**src/rtl/bankSeqPkg.sv**
```systemverilog
package bankSeqPkg;

  typedef enum logic [2:0] {
    CMD_NOP = 3'd0,
    CMD_ACT = 3'd1,
    CMD_RD  = 3'd2,
    CMD_WR  = 3'd3,
    CMD_PRE = 3'd4,
    CMD_REF = 3'd5
  } cmdKind_e;

  // one strobe per bank command, at most one set per cycle
  typedef struct packed {
    logic doAct;
    logic doPre;
    logic doRd;
    logic doWr;
    logic doRef;
  } seqStrobes_t;

endpackage

```
**src/rtl/seqDelayTimer.sv**
```systemverilog
module seqDelayTimer #(
  parameter int LIMIT = 3
) (
  input  logic clk,
  input  logic rstN,
  input  logic load,
  output logic ready
);
  localparam int CW = $clog2(LIMIT + 1);

  logic [CW-1:0] cnt;

  // after load in cycle t, ready again in cycle t+LIMIT
  always_ff @(posedge clk or negedge rstN) begin
    if (!rstN)              cnt <= '0;
    else if (load)          cnt <= CW'(LIMIT - 1);
    else if (cnt != '0)     cnt <= cnt - 1'b1;
  end

  assign ready = (cnt == '0);
endmodule

```
**src/rtl/bankSeqCtrl.sv**
```systemverilog
module bankSeqCtrl
  import bankSeqPkg::*;
#(
  parameter int ROW_W = 4
) (
  input  logic             clk,
  input  logic             rstN,
  input  logic             closePolicy,
  input  logic             reqValid,
  input  logic [ROW_W-1:0] reqRow,
  input  logic             reqWrite,
  input  logic             rowOpen,
  input  logic [ROW_W-1:0] openRow,
  input  logic             refPending,
  input  logic             rcReady,
  input  logic             rcdReady,
  input  logic             rpReady,
  input  logic             wtrReady,
  output seqStrobes_t      st,
  output logic             reqDone
);
  logic inProg;   // the held request has activated its row
  logic rowHit;
  logic colOk;

  assign rowHit = rowOpen && (openRow == reqRow);
  assign colOk  = rcdReady && (reqWrite || wtrReady);

  always_comb begin
    st = '0;
    if (inProg) begin
      if (colOk) begin
        st.doRd = !reqWrite;
        st.doWr = reqWrite;
      end
    end else if (rowOpen && (closePolicy || refPending || (reqValid && !rowHit))) begin
      st.doPre = 1'b1;
    end else if (refPending) begin
      st.doRef = rpReady && rcReady;
    end else if (reqValid) begin
      if (rowHit) begin
        if (colOk) begin
          st.doRd = !reqWrite;
          st.doWr = reqWrite;
        end
      end else if (rpReady && rcReady) begin
        st.doAct = 1'b1;
      end
    end
  end

  always_ff @(posedge clk or negedge rstN) begin
    if (!rstN)                  inProg <= 1'b0;
    else if (st.doAct)          inProg <= 1'b1;
    else if (st.doRd || st.doWr) inProg <= 1'b0;
  end

  assign reqDone = st.doRd || st.doWr;

  one_cmd_chk: assert property (@(posedge clk) disable iff (!rstN)
    $onehot0({st.doAct, st.doPre, st.doRd, st.doWr, st.doRef}));


  close_after_col_chk: assert property (@(posedge clk) disable iff (!rstN)
    (closePolicy && (st.doRd || st.doWr)) |=> st.doPre);
endmodule

```
**src/rtl/bankSeqData.sv**
```systemverilog
module bankSeqData
  import bankSeqPkg::*;
#(
  parameter int ROW_W = 4,
  parameter int COL_W = 6,
  parameter int T_RC  = 10,
  parameter int T_WTR = 4,
  parameter int T_RCD = 3,
  parameter int T_RP  = 3
) (
  input  logic             clk,
  input  logic             rstN,
  input  seqStrobes_t      st,
  input  logic [ROW_W-1:0] reqRow,
  input  logic [COL_W-1:0] reqCol,
  input  logic             refreshTick,
  output logic             rowOpen,
  output logic [ROW_W-1:0] openRow,
  output logic             refPending,
  output logic             rcReady,
  output logic             rcdReady,
  output logic             rpReady,
  output logic             wtrReady,
  output logic             cmdValid,
  output cmdKind_e         cmdKind,
  output logic [ROW_W-1:0] cmdRow,
  output logic [COL_W-1:0] cmdCol
);
  localparam int NT = 4;
  localparam int LIM [NT] = '{T_RC, T_RCD, T_RP, T_WTR};
  localparam int SW = $clog2(T_RC + T_RCD + T_RP + T_WTR + 2);

  logic [NT-1:0]    tLoad, tReady;
  logic             rowOpenQ, refPendQ;
  logic [ROW_W-1:0] openRowQ, refRowQ;

  // index 0 activate spacing, 1 activate-to-column, 2 precharge-to-activate, 3 write-to-read
  assign tLoad = {st.doWr, st.doPre, st.doAct, st.doAct | st.doRef};

  generate
    for (genvar i = 0; i < NT; i++) begin : gTimer
      seqDelayTimer #(.LIMIT(LIM[i])) uTimer (
        .clk   (clk),
        .rstN  (rstN),
        .load  (tLoad[i]),
        .ready (tReady[i])
      );
    end
  endgenerate

  assign rcReady  = tReady[0];
  assign rcdReady = tReady[1];
  assign rpReady  = tReady[2];
  assign wtrReady = tReady[3];

  always_ff @(posedge clk or negedge rstN) begin
    if (!rstN) begin
      rowOpenQ <= 1'b0;
      openRowQ <= '0;
      refRowQ  <= '0;
      refPendQ <= 1'b0;
    end else begin
      if (st.doAct) begin
        rowOpenQ <= 1'b1;
        openRowQ <= reqRow;
      end else if (st.doPre) begin
        rowOpenQ <= 1'b0;
      end
      if (st.doRef) refRowQ <= refRowQ + 1'b1;
      refPendQ <= (refPendQ && !st.doRef) || refreshTick;
    end
  end

  assign rowOpen    = rowOpenQ;
  assign openRow    = openRowQ;
  assign refPending = refPendQ;
  assign cmdValid   = |st;

  always_comb begin
    cmdKind = CMD_NOP;
    cmdRow  = '0;
    cmdCol  = '0;
    if (st.doAct) begin
      cmdKind = CMD_ACT;
      cmdRow  = reqRow;
    end else if (st.doPre) begin
      cmdKind = CMD_PRE;
      cmdRow  = openRowQ;
    end else if (st.doRd) begin
      cmdKind = CMD_RD;
      cmdRow  = openRowQ;
      cmdCol  = reqCol;
    end else if (st.doWr) begin
      cmdKind = CMD_WR;
      cmdRow  = openRowQ;
      cmdCol  = reqCol;
    end else if (st.doRef) begin
      cmdKind = CMD_REF;
      cmdRow  = refRowQ;
    end
  end

  // saturating cycle counts since the last command of each kind, for the checks below
  logic [SW-1:0] sinceAct, sinceWr, sincePre;
  always_ff @(posedge clk or negedge rstN) begin
    if (!rstN) begin
      sinceAct <= '1;
      sinceWr  <= '1;
      sincePre <= '1;
    end else begin
      sinceAct <= (st.doAct || st.doRef) ? SW'(1) : ((sinceAct == '1) ? sinceAct : sinceAct + 1'b1);
      sinceWr  <= st.doWr  ? SW'(1) : ((sinceWr  == '1) ? sinceWr  : sinceWr  + 1'b1);
      sincePre <= st.doPre ? SW'(1) : ((sincePre == '1) ? sincePre : sincePre + 1'b1);
    end
  end


  col_needs_row_chk: assert property (@(posedge clk) disable iff (!rstN)
    (st.doRd || st.doWr) |-> (rowOpenQ && (sinceAct >= SW'(T_RCD))));


  pre_before_act_chk: assert property (@(posedge clk) disable iff (!rstN)
    (st.doAct || st.doRef) |-> (!rowOpenQ && (sincePre >= SW'(T_RP))));


  act_spacing_chk: assert property (@(posedge clk) disable iff (!rstN)
    (st.doAct || st.doRef) |-> (sinceAct >= SW'(T_RC)));


  wtr_gap_chk: assert property (@(posedge clk) disable iff (!rstN)
    st.doRd |-> (sinceWr >= SW'(T_WTR)));


  ref_when_pending_chk: assert property (@(posedge clk) disable iff (!rstN)
    st.doRef |-> refPendQ);
endmodule

```
**src/rtl/bankRowSequencer.sv**
```systemverilog
module bankRowSequencer
  import bankSeqPkg::*;
#(
  parameter int ROW_W = 4,
  parameter int COL_W = 6,
  parameter int T_RC  = 10,
  parameter int T_WTR = 4,
  parameter int T_RCD = 3,
  parameter int T_RP  = 3
) (
  input  logic             clk,
  input  logic             rstN,
  input  logic             closePolicy,
  input  logic             reqValid,
  input  logic [ROW_W-1:0] reqRow,
  input  logic [COL_W-1:0] reqCol,
  input  logic             reqWrite,
  input  logic             refreshTick,
  output logic             reqDone,
  output logic             cmdValid,
  output logic [2:0]       cmdKind,
  output logic [ROW_W-1:0] cmdRow,
  output logic [COL_W-1:0] cmdCol,
  output logic             rowOpen,
  output logic [ROW_W-1:0] openRow
);
  seqStrobes_t      st;
  cmdKind_e         kindE;
  logic             refPending, rcReady, rcdReady, rpReady, wtrReady;

  bankSeqCtrl #(.ROW_W(ROW_W)) uCtrl (
    .clk         (clk),
    .rstN        (rstN),
    .closePolicy (closePolicy),
    .reqValid    (reqValid),
    .reqRow      (reqRow),
    .reqWrite    (reqWrite),
    .rowOpen     (rowOpen),
    .openRow     (openRow),
    .refPending  (refPending),
    .rcReady     (rcReady),
    .rcdReady    (rcdReady),
    .rpReady     (rpReady),
    .wtrReady    (wtrReady),
    .st          (st),
    .reqDone     (reqDone)
  );

  bankSeqData #(
    .ROW_W(ROW_W), .COL_W(COL_W), .T_RC(T_RC),
    .T_WTR(T_WTR), .T_RCD(T_RCD), .T_RP(T_RP)
  ) uData (
    .clk         (clk),
    .rstN        (rstN),
    .st          (st),
    .reqRow      (reqRow),
    .reqCol      (reqCol),
    .refreshTick (refreshTick),
    .rowOpen     (rowOpen),
    .openRow     (openRow),
    .refPending  (refPending),
    .rcReady     (rcReady),
    .rcdReady    (rcdReady),
    .rpReady     (rpReady),
    .wtrReady    (wtrReady),
    .cmdValid    (cmdValid),
    .cmdKind     (kindE),
    .cmdRow      (cmdRow),
    .cmdCol      (cmdCol)
  );

  assign cmdKind = kindE;
endmodule

```
**config.mk**
```make
export PLATFORM = sky130hd
export DESIGN_NAME = bankRowSequencer
export DESIGN_NICKNAME = d
export VERILOG_FILES = /design/src/rtl/bankSeqPkg.sv /design/src/rtl/seqDelayTimer.sv /design/src/rtl/bankSeqCtrl.sv /design/src/rtl/bankSeqData.sv /design/src/rtl/bankRowSequencer.sv
export SDC_FILE = /design/constraint.sdc
export NUM_CORES = 1
export LEC_CHECK = 0
export BUFFER_PORTS_ARGS = -buffer_cell sky130_fd_sc_hd__buf_2
export CAP_MARGIN = 20
export CORE_UTILIZATION = 42
export DETAILED_ROUTE_END_ITERATION = 10
export PLACE_DENSITY = 0.69
export SETUP_SLACK_MARGIN = 0.3
export SLEW_MARGIN = 20
export SYNTH_ARGS = -nofsm -noshare
export SYNTH_HDL_FRONTEND = slang
export SYNTH_SLANG_ARGS = --single-unit
```
**constraint.sdc**
```tcl
create_clock -name clk -period 2.4 [get_ports clk]
set_input_delay 0.48 -clock clk [delete_from_list [all_inputs] [get_ports clk]]
set_output_delay 0.48 -clock clk [all_outputs]
set_load 0.03 [all_outputs]
```
* Word level (Yosys, flattened, before mapping) *
Cells that the tools add are included.

word-level totals
  bits in registers = 22
  input port bits = 16
  output and inout bits = 20
  logic and storage cells = 86

cells by class
  add/sub/neg operators = 5
  equal/unequal tests = 1
  mux-type cells = 41
  bitwise logic cells = 1
  reductions and logical operators = 29

operators with widths
  operator             count
  $mux 4               7
  $mux 3               8
  $mux 6               4
  $mux 2               10
  $reduce_bool 2->1    8
  $mux 1               12
  $logic_and 1x1->1    6
  $logic_or 1x1->1     5
  $reduce_or 5->1      1
  $add 4x1->4 const B  1
  $eq 4x4->1           1
  $logic_not 2->1      2
  $logic_not 4->1      1
  $reduce_bool 4->1    1
  $sub 2x1->2 const B  2
  $sub 4x1->4 const B  1
  $logic_not 1->1      3
  $logic_not 3->1      1
  $reduce_bool 3->1    1
  $sub 3x1->3 const B  1
  $or 1x1->1           1

* Depth between registers and ports, before layout *
Gate-level depths: netlist of the first run.

  word-level depth = 14
  depth in mapped cells = 8
  gate-level depth less buffers = 7

* By module *
A second synthesis of the first run with hierarchy kept.

unflattened totals
  cells, all modules = 137
  area total of the unflattened synthesis = 1317.5 um^2

by module, submodules not included
  module                                       times used  cells an instance  area each (um^2)  seq. area each (um^2)
  bankSeqData                                  1           59                 556.8             250.2
  seqDelayTimer at uData.gTimer[0].uTimer      1           21                 220.2             100.1
  seqDelayTimer at uData.gTimer[1].uTimer ...  2           9                  95.1              50.0
  seqDelayTimer at uData.gTimer[3].uTimer      1           17                 181.4             75.1
  bankSeqCtrl                                  1           22                 168.9             25.0

* Worst setup path before layout of the first run *
No wires, ideal clock.

  path type = reg2out
  start = register uData.openRowQ[3], in the netlist uData.openRow[3]
  end = output cmdCol[0]
  arrival = 2.073 ns
  required time = 1.920 ns
  setup slack = -0.153 ns
  cell stages (with the launch flop) = 6
  buffers on the path = 0
  cell sequence = dfrtp_1 -> xor2_1 -> nor3_1 -> a31oi_1 -> nor2_1 -> and2_1

between the ends
  cells in the longest elaborated chain, start to end = 12
  elaborated cells on any way between the ends = 21
  those cells by class = 1 x eq/ne; 15 x mux; 5 x reduce/logical

RTL lines
  element                                         RTL line                source
  start, declared                                 bankSeqData.sv:35       logic [ROW_W-1:0] openRowQ, refRowQ;
  start signal, assigned                          bankSeqData.sv:65       openRowQ <= reqRow;
  $eq 4x4->1 (*)                                  bankSeqCtrl.sv:26       assign rowHit = rowOpen && (openRow == reqRow);
  $logic_and 1x1->1 (*)                           bankSeqCtrl.sv:26
  branches (longest 9 deep; another with $mux 6)  --
  $mux 6 (*)                                      bankSeqData.sv:83       if (st.doAct) begin
  end, declared                                   bankRowSequencer.sv:23  output logic [COL_W-1:0] cmdCol,

Every way passes the cells marked *.

* Worst setup path in the final report of the first run *
  start = register uData.gTimer[0].uTimer.cnt[1]
  end = output cmdRow[1]

between the ends
  cells in the longest elaborated chain, start to end = 10
  elaborated cells on any way between the ends = 16
  those cells by class = 14 x mux; 2 x reduce/logical

RTL lines
  element                 RTL line                              source
  start, declared         seqDelayTimer.sv:11                   logic [CW-1:0] cnt;
  start signal, assigned  seqDelayTimer.sv:16                   else if (load) cnt <= CW'(LIMIT - 1);
  start signal, assigned  seqDelayTimer.sv:17                   else if (cnt != '0) cnt <= cnt - 1'b1;
  $logic_not 4->1 (*)     seqDelayTimer.sv:20                   assign ready = (cnt == '0);
  $logic_and 1x1->1 (*)   bankSeqCtrl.sv:39, bankSeqCtrl.sv:46
  $mux 1                  bankSeqCtrl.sv:38                     end else if (refPending) begin
  $mux 3                  bankSeqCtrl.sv:36                     end else if (rowOpen && (closePolicy || refPending || (reqValid && !rowHit))) begin
  $mux 1                  bankSeqCtrl.sv:31                     if (inProg) begin
  $mux 4                  bankSeqData.sv:97                     end else if (st.doRef) begin
  $mux 4                  bankSeqData.sv:93                     end else if (st.doWr) begin
  $mux 4                  bankSeqData.sv:89                     end else if (st.doRd) begin
  $mux 4                  bankSeqData.sv:86                     end else if (st.doPre) begin
  $mux 4 (*)              bankSeqData.sv:83
  end, declared           bankRowSequencer.sv:22                output logic [ROW_W-1:0] cmdRow,

Every way passes the cells marked *; elsewhere a longest branch is shown, timed or not.

==> flow_metrics.env, run 1 <==
export IMPL_wl_per_cell_um=13.4
export IMPL_core_area_um2=2850
export IMPL_drive_gt1_frac=0.507
export IMPL_period_share=1.05
export IMPL_worstPathArrival_ns=2.03
export IMPL_synth_edff_count=0
export IMPL_dr_first_iter_drc_count=40
export IMPL_hold_viol=0
export IMPL_maxCapViolCount=0
export IMPL_post_route_min_period_ns=2.51
export IMPL_worstMarginPinSlew_ns=0.504
export IMPL_routed_wl_um=3170
export IMPL_portBuffers=35
export IMPL_seq_area_um2=553
export IMPL_clockBufferDepth=2
export IMPL_violations="setup timing"
export IMPL_dieArea_um2=3340
export IMPL_grt_overflow=0
export IMPL_power_density_nw_per_um2=926
export IMPL_synth_top_area_frac=0.421
export IMPL_grt_antenna_before_repair=0
export IMPL_hpwl_um=2320
export IMPL_synthTopCellsByArea="dfrtp_1 42%, mux2_2 6.9%, ha_1 6.7%"
export IMPL_via_count=1197
export IMPL_synth_warnings=0
export IMPL_ys_async_sr_fraction=1.00
export IMPL_insertion_delay_ns=0.31
export IMPL_status="finished with violations"
export IMPL_dr_pass1_iters=4
export IMPL_worstPathMaxFanout=4
export IMPL_grt_start_max_net_pins=23
export IMPL_slowest_delay_ns=0.41
export IMPL_initial_core_util=0.458
export IMPL_multiInputGateArea_um2=785
export IMPL_finalPower_mw=1.76
export IMPL_clk_pin_slew_ns=0.13
export IMPL_die_w_um=57.8
export IMPL_fillCellCount=238
export IMPL_hold_class="primary input to asynchronous set/reset pin"
export IMPL_post_route_util=0.666
export IMPL_io_pins=36
export IMPL_worst_clock_skew_ns=0.0104
export IMPL_area_delta_synth_final_pct=45.4
export IMPL_track_usage=0.206
export IMPL_fmaxAchievable_mhz=398
export IMPL_syn_avg_cell_area_um2=9.40
export IMPL_cts_htree_levels=1
export IMPL_ys_ff_latch=22
export IMPL_syn_inst=139
export IMPL_start_kind="register"
export IMPL_synth_top_area_cell="dfrtp_1"
export IMPL_ir_worst_vdd_uv=468
export IMPL_finalSetupViolCount=11
export IMPL_setup_slack_ns=-0.115
export IMPL_cp_end_kind="primary output"
export IMPL_ys_flop_type="dfrtp_1"
export IMPL_rsz0062_at_grt="yes"
export IMPL_whs_ns=0.111
export IMPL_grt_pass1_vias=1205
export IMPL_crit_required_ns=1.92
export IMPL_die_h_um=57.8
export IMPL_cpMaxStageDelayCell="dfrtp_1"
export IMPL_gp_congestion=0.728
export IMPL_grt_pass1_wl_um=5160
export IMPL_syn_area_um2=1310
export IMPL_antenna_left=0
export IMPL_path_class="register to primary output"
export IMPL_max_slew_margin=0.664
export IMPL_cts_root_buf="clkbuf_4"
export IMPL_cp_cell_sequence="inv_2 > ha_4 > or3b_4 > nor3_4 > nand2_2 > a32o_2 > buf_6"
export IMPL_slew_viol_final=0
export IMPL_nets=229
export IMPL_cts_made_buffers=3
export IMPL_drc=0
export IMPL_vias_per_cell=5.07
export IMPL_cts_tree="yes"
export IMPL_synth_seq_area_share=0.421
export IMPL_syn_num_nets=162
export IMPL_cts_num_sinks=22
export IMPL_leakagePower_nw=1.02
export IMPL_rows=19
export IMPL_antenna_cells=0
export IMPL_ys_types=33
[worst max-delay path: cells and delay by family (launching register included)]
| family | cells | cell delay, ns |
|---|---|---|
| DFF | 1 | 0.41 |
| adders and majority gates | 1 | 0.13 |
| buffers and inverters | 2 | 0.23 |
| and+or+nand+nor | 3 | 0.69 |
| AOI/OAI and AO/OA | 1 | 0.26 |
[cell usage after synthesis, types with 2 or more instances]
cell and instances:
o21ai_0 9, nor3_1 2, mux2_2 8, a22o_1 2, a32o_1 2, and2_1 8, a21oi_1 3, nor2b_1 2
ha_1 7, dfrtp_1 22, xor2_1 4, inv_1 13, nand3_1 4, nand2b_1 4, xnor2_1 6, nor2_1 5
nand2_1 22
[final cells by class]
cell class,count,share of cell area
Timing Repair Buffer,64,0.231
Tap cell,31,0.0204
Multi-Input combinational cell,102,0.413
Clock buffer,4,0.0191
Sequential cell,22,0.291
Inverter,13,0.0257
[per-layer routing]
| metal | share of wire | global-route usage |
|---|---|---|
| met5 | 0 | 0 |
| met4 | 0.013 | 0.0714 |
| met3 | 0.027 | 0.0246 |
| met2 | 0.55 | 0.407 |
| met1 | 0.41 | 0.223 |
[where the power goes]
| part | switching, mW | internal (mW) |
|---|---|---|
| clock network | 0.115 | 0.0927 |
| registers | 0.105 | 0.511 |
| logic | 0.456 | 0.479 |
| total | 0.676 | 1.08 |
[stage by stage]
stage                     cell area, um2  TNS (ns)  instances  worst slack (ns)
after floorplan                     1370         0        139            0.0942
after global placement              1660         0        216             0.127
after detailed placement            1660         0        216            0.0782
after CTS                           1860     -1.25        233            -0.176
after global routing                1900     -1.63        236            -0.183
final                               1900    -0.662        236            -0.115
[path summary, 6_finish.rpt]
check | from | end | slack [ns] | cells after the start
min in group clk | refreshTick | uData.refPending | 0.36 | 2
max in group asynchronous | rstN | uData.openRow[3] | 1.91 | 1
worst max register to register | uData.gTimer[0].uTimer.cnt[1] | uData.openRow[1] | -0.05 | 12
worst max-delay path | uData.gTimer[0].uTimer.cnt[1] | cmdRow[1] | -0.11 | 7
worst min register to register | uData.refRowQ[3] | uData.refRowQ[3] | 0.49 | 1
worst min-delay path | rstN | uData.gTimer[0].uTimer.cnt[2] | 0.11 | 1
[registers in the layout, indices dropped and copies added, names as in the netlist]
register,count
uData.refRowQ,4
uData.rowOpen,1
uData.gTimer.uTimer.cnt,11
uData.refPending,1
uData.openRow,4
uCtrl.inProg,1
[cell families after synthesis]
kind of cell,count (synthesis),share of synthesized area
flip-flops,22,0.421
AO/OA/AOI/OAI,22,0.112
buffers and inverters,15,0.0441
AND/OR/NAND/NOR,55,0.219
multiplexers,8,0.0690
XOR/XNOR,10,0.0670
adder cells (fa/ha/maj),7,0.0670
[placed cells by master (no fill, tap or decap), types with 2 or more instances in the layout]
cell	instances
a21oi_1	3
a32o_2	2
and2_1	3
and2_4	5
buf_2	26
buf_4	31
buf_6	6
clkbuf_4	4
dfrtp_1	20
dfrtp_2	2
ha_1	5
inv_1	10
inv_2	3
mux2_2	8
nand2_1	19
nand2_2	3
nand2b_1	4
nand3_1	4
nor2_1	4
nor2b_1	2
o21ai_0	7
xnor2_1	5
xor2_1	4
[what timing repair did]
item,CTS,global route
pin swaps,5,4
buffers inserted,13,3
endpoints found under the setup margin,15,22
hold buffers,0,0
resized for setup,17,9
(Power assumes the default switching activity.)
==> run 2, diff against run 1 <==
- CORE_ASPECT_RATIO: not set -> 1.4
==> run 2 against run 1 <==
The flow still finishes with violations (setup timing). Via count rose by 4.8%. Flip-flop and latch count did not move. Worst setup slack improved by 0.044 ns. Register-to-register slack improved by 0.27 ns. Largest cell class unchanged. Critical path depth did not move. Final cell count rose by 2.1%.
==> flow_metrics.env, run 2 (synthesis results as in run 1) <==
export IMPL_status="finished with violations"
export IMPL_violations="setup timing"
export IMPL_nets=228
export IMPL_hpwl_um=2230
export IMPL_place_area_um2=1650
export IMPL_routed_wl_um=3060
export IMPL_cts_made_buffers=3
export IMPL_grt_start_max_net_pins=23
export IMPL_dieArea_um2=3340
export IMPL_post_route_util=0.689
export IMPL_clk_pin_slew_ns=0.08
export IMPL_cts_root_buf="clkbuf_8"
export IMPL_setup_worst_path_start="uData.gTimer[0].uTimer.cnt[1]"
export IMPL_wl_per_cell_um=12.7
export IMPL_hold_class="primary input to asynchronous set/reset pin"
export IMPL_gp_congestion=0.958
export IMPL_clockBufferDepth=2
export IMPL_period_share=1.03
export IMPL_worstPathArrival_ns=1.99
export IMPL_worstPathMaxFanout=4
export IMPL_stdcell_count=241
export IMPL_final_common_cell="buf_4"
export IMPL_placed_cells=219
export IMPL_clockPowerShare=0.145
export IMPL_die_w_um=49.1
export IMPL_largest_reg_flops=11
export IMPL_grt_antenna_before_repair=0
export IMPL_p_sw_mw=0.671
export IMPL_via_count=1254
export IMPL_maxCapViolCount=0
export IMPL_final_area_um2=2000
export IMPL_rsz0062_at_grt="yes"
export IMPL_initial_core_util=0.449
export IMPL_max_flop_register="uData.gTimer.uTimer.cnt"
export IMPL_portBuffers=35
export IMPL_cts_num_sinks=22
export IMPL_worstSetupEndpoint="cmdRow[1]"
export IMPL_p_sw_frac=0.368
export IMPL_max_slew_margin=0.678
export IMPL_antenna_left=0
export IMPL_rr_endpoint="uData.refRowQ[1]"
export IMPL_worstMarginPinSlew_ns=0.483
export IMPL_p_int_mw=1.15
export IMPL_dr_first_iter_drc_count=14
export IMPL_path_class="register to primary output"
export IMPL_cts_hold_buffers=0
export IMPL_die_h_um=68.0
export IMPL_setup_slack_ns=-0.0708
export IMPL_finalSetupViolCount=5
export IMPL_drive_gt1_frac=0.520
export IMPL_fmaxAchievable_mhz=405
export IMPL_slowest_delay_ns=0.39
export IMPL_core_area_um2=2910
export IMPL_cts_htree_levels=1
export IMPL_vias_per_cell=5.20
export IMPL_r2r_start="uData.gTimer[0].uTimer.cnt[1]"
export IMPL_leakagePower_nw=1.06
export IMPL_grt_pass1_wl_um=5590
export IMPL_worst_clock_skew_ns=0.00276
export IMPL_pwr_share_comb=0.519
export IMPL_grt_overflow=0
export IMPL_cp_end_kind="primary output"
export IMPL_hold_viol=0
export IMPL_crit_required_ns=1.92
export IMPL_cpMaxStageDelayCell="dfrtp_1"
export IMPL_seqPwrFrac=0.336
export IMPL_insertion_delay_ns=0.26
export IMPL_cts_tree="yes"
export IMPL_antenna_cells=0
export IMPL_ir_worst_vdd_uv=659
export IMPL_rows=23
export IMPL_reg2reg_depth=10
export IMPL_cp_cell_sequence="inv_2 > ha_4 > or3b_4 > nor3_4 > nand2_2 > a32o_2 > buf_6"
export IMPL_area_delta_synth_final_pct=53.4
export IMPL_post_route_min_period_ns=2.47
export IMPL_dr_pass1_iters=4
export IMPL_slew_viol_final=0
export IMPL_track_usage=0.220
export IMPL_drc=0
export IMPL_io_pins=36
export IMPL_regToRegSetupSlack_ns=0.22
export IMPL_start_kind="register"
export IMPL_power_density_nw_per_um2=911
export IMPL_grt_pass1_vias=1281
export IMPL_layout_common_cells="27 x buf_4, 21 x buf_2, 21 x dfrtp_1"
run 2: timing repair:
item | CTS | global route
setup buffers | 13 | 5
resized for setup | 35 | 14
setup endpoints to repair | 15 | 18
pin swaps | 11 | 6
run 2: area by class of cell:
| class | instances | area [um2] |
|---|---|---|
| clock buffer | 4 | 55.1 |
| fill | 233 | 903 |
| inverter | 13 | 48.8 |
| multi-input combinational | 102 | 825 |
| sequential | 22 | 552 |
| tap | 37 | 46.3 |
| timing repair buffer | 63 | 477 |
run 2: stage by stage:
stage	power (mW)	hold slack, ns	setup WS [ns]	setup TNS [ns]
after floorplan	1.20	0.184	0.0942	0
after global placement	1.35	0.462	0.0285	0
after detailed placement	1.40	0.458	-0.127	-0.434
after CTS	1.79	0.193	-0.0763	-0.380
after global routing	2.01	0.218	-0.162	-0.892
final	1.82	0.164	-0.0708	-0.279
run 2: worst max-delay path, delay by kind of cell, from the launching register on:
family	cells	cell delay (ns)
AO/OA/AOI/OAI	1	0.26
adder cells (fa/ha/maj)	1	0.13
flip-flops	1	0.39
buffers and inverters	2	0.21
AND/OR/NAND/NOR	3	0.73
run 2: worst min-delay path by stage:
stage               cells past startpoint                             to
detailed placement                      1               uData.refRowQ[3]
finish                                  1  uData.gTimer[0].uTimer.cnt[2]
CTS                                     1  uData.gTimer[0].uTimer.cnt[2]
global placement                        1               uData.refRowQ[3]
global route                            1  uData.gTimer[0].uTimer.cnt[2]
floorplan                               0                   uCtrl.inProg
run 2: per-layer routing:
layer	up-vias	track usage	share of wire
met1	602	0.236	0.37
li1	600	-	-
met5	-	0	0
met4	0	0.0809	0.020
met2	45	0.435	0.55
met3	7	0.0289	0.052
run 2: power by group through the flow:
stage | clock network (mW) | registers, mW | logic [mW]
after global placement | 0 | 0.612 | 0.734
after floorplan | 0 | 0.617 | 0.582
final | 0.265 | 0.613 | 0.947
after detailed placement | 0 | 0.621 | 0.778
after CTS | 0.272 | 0.612 | 0.908
after global routing | 0.289 | 0.632 | 1.08
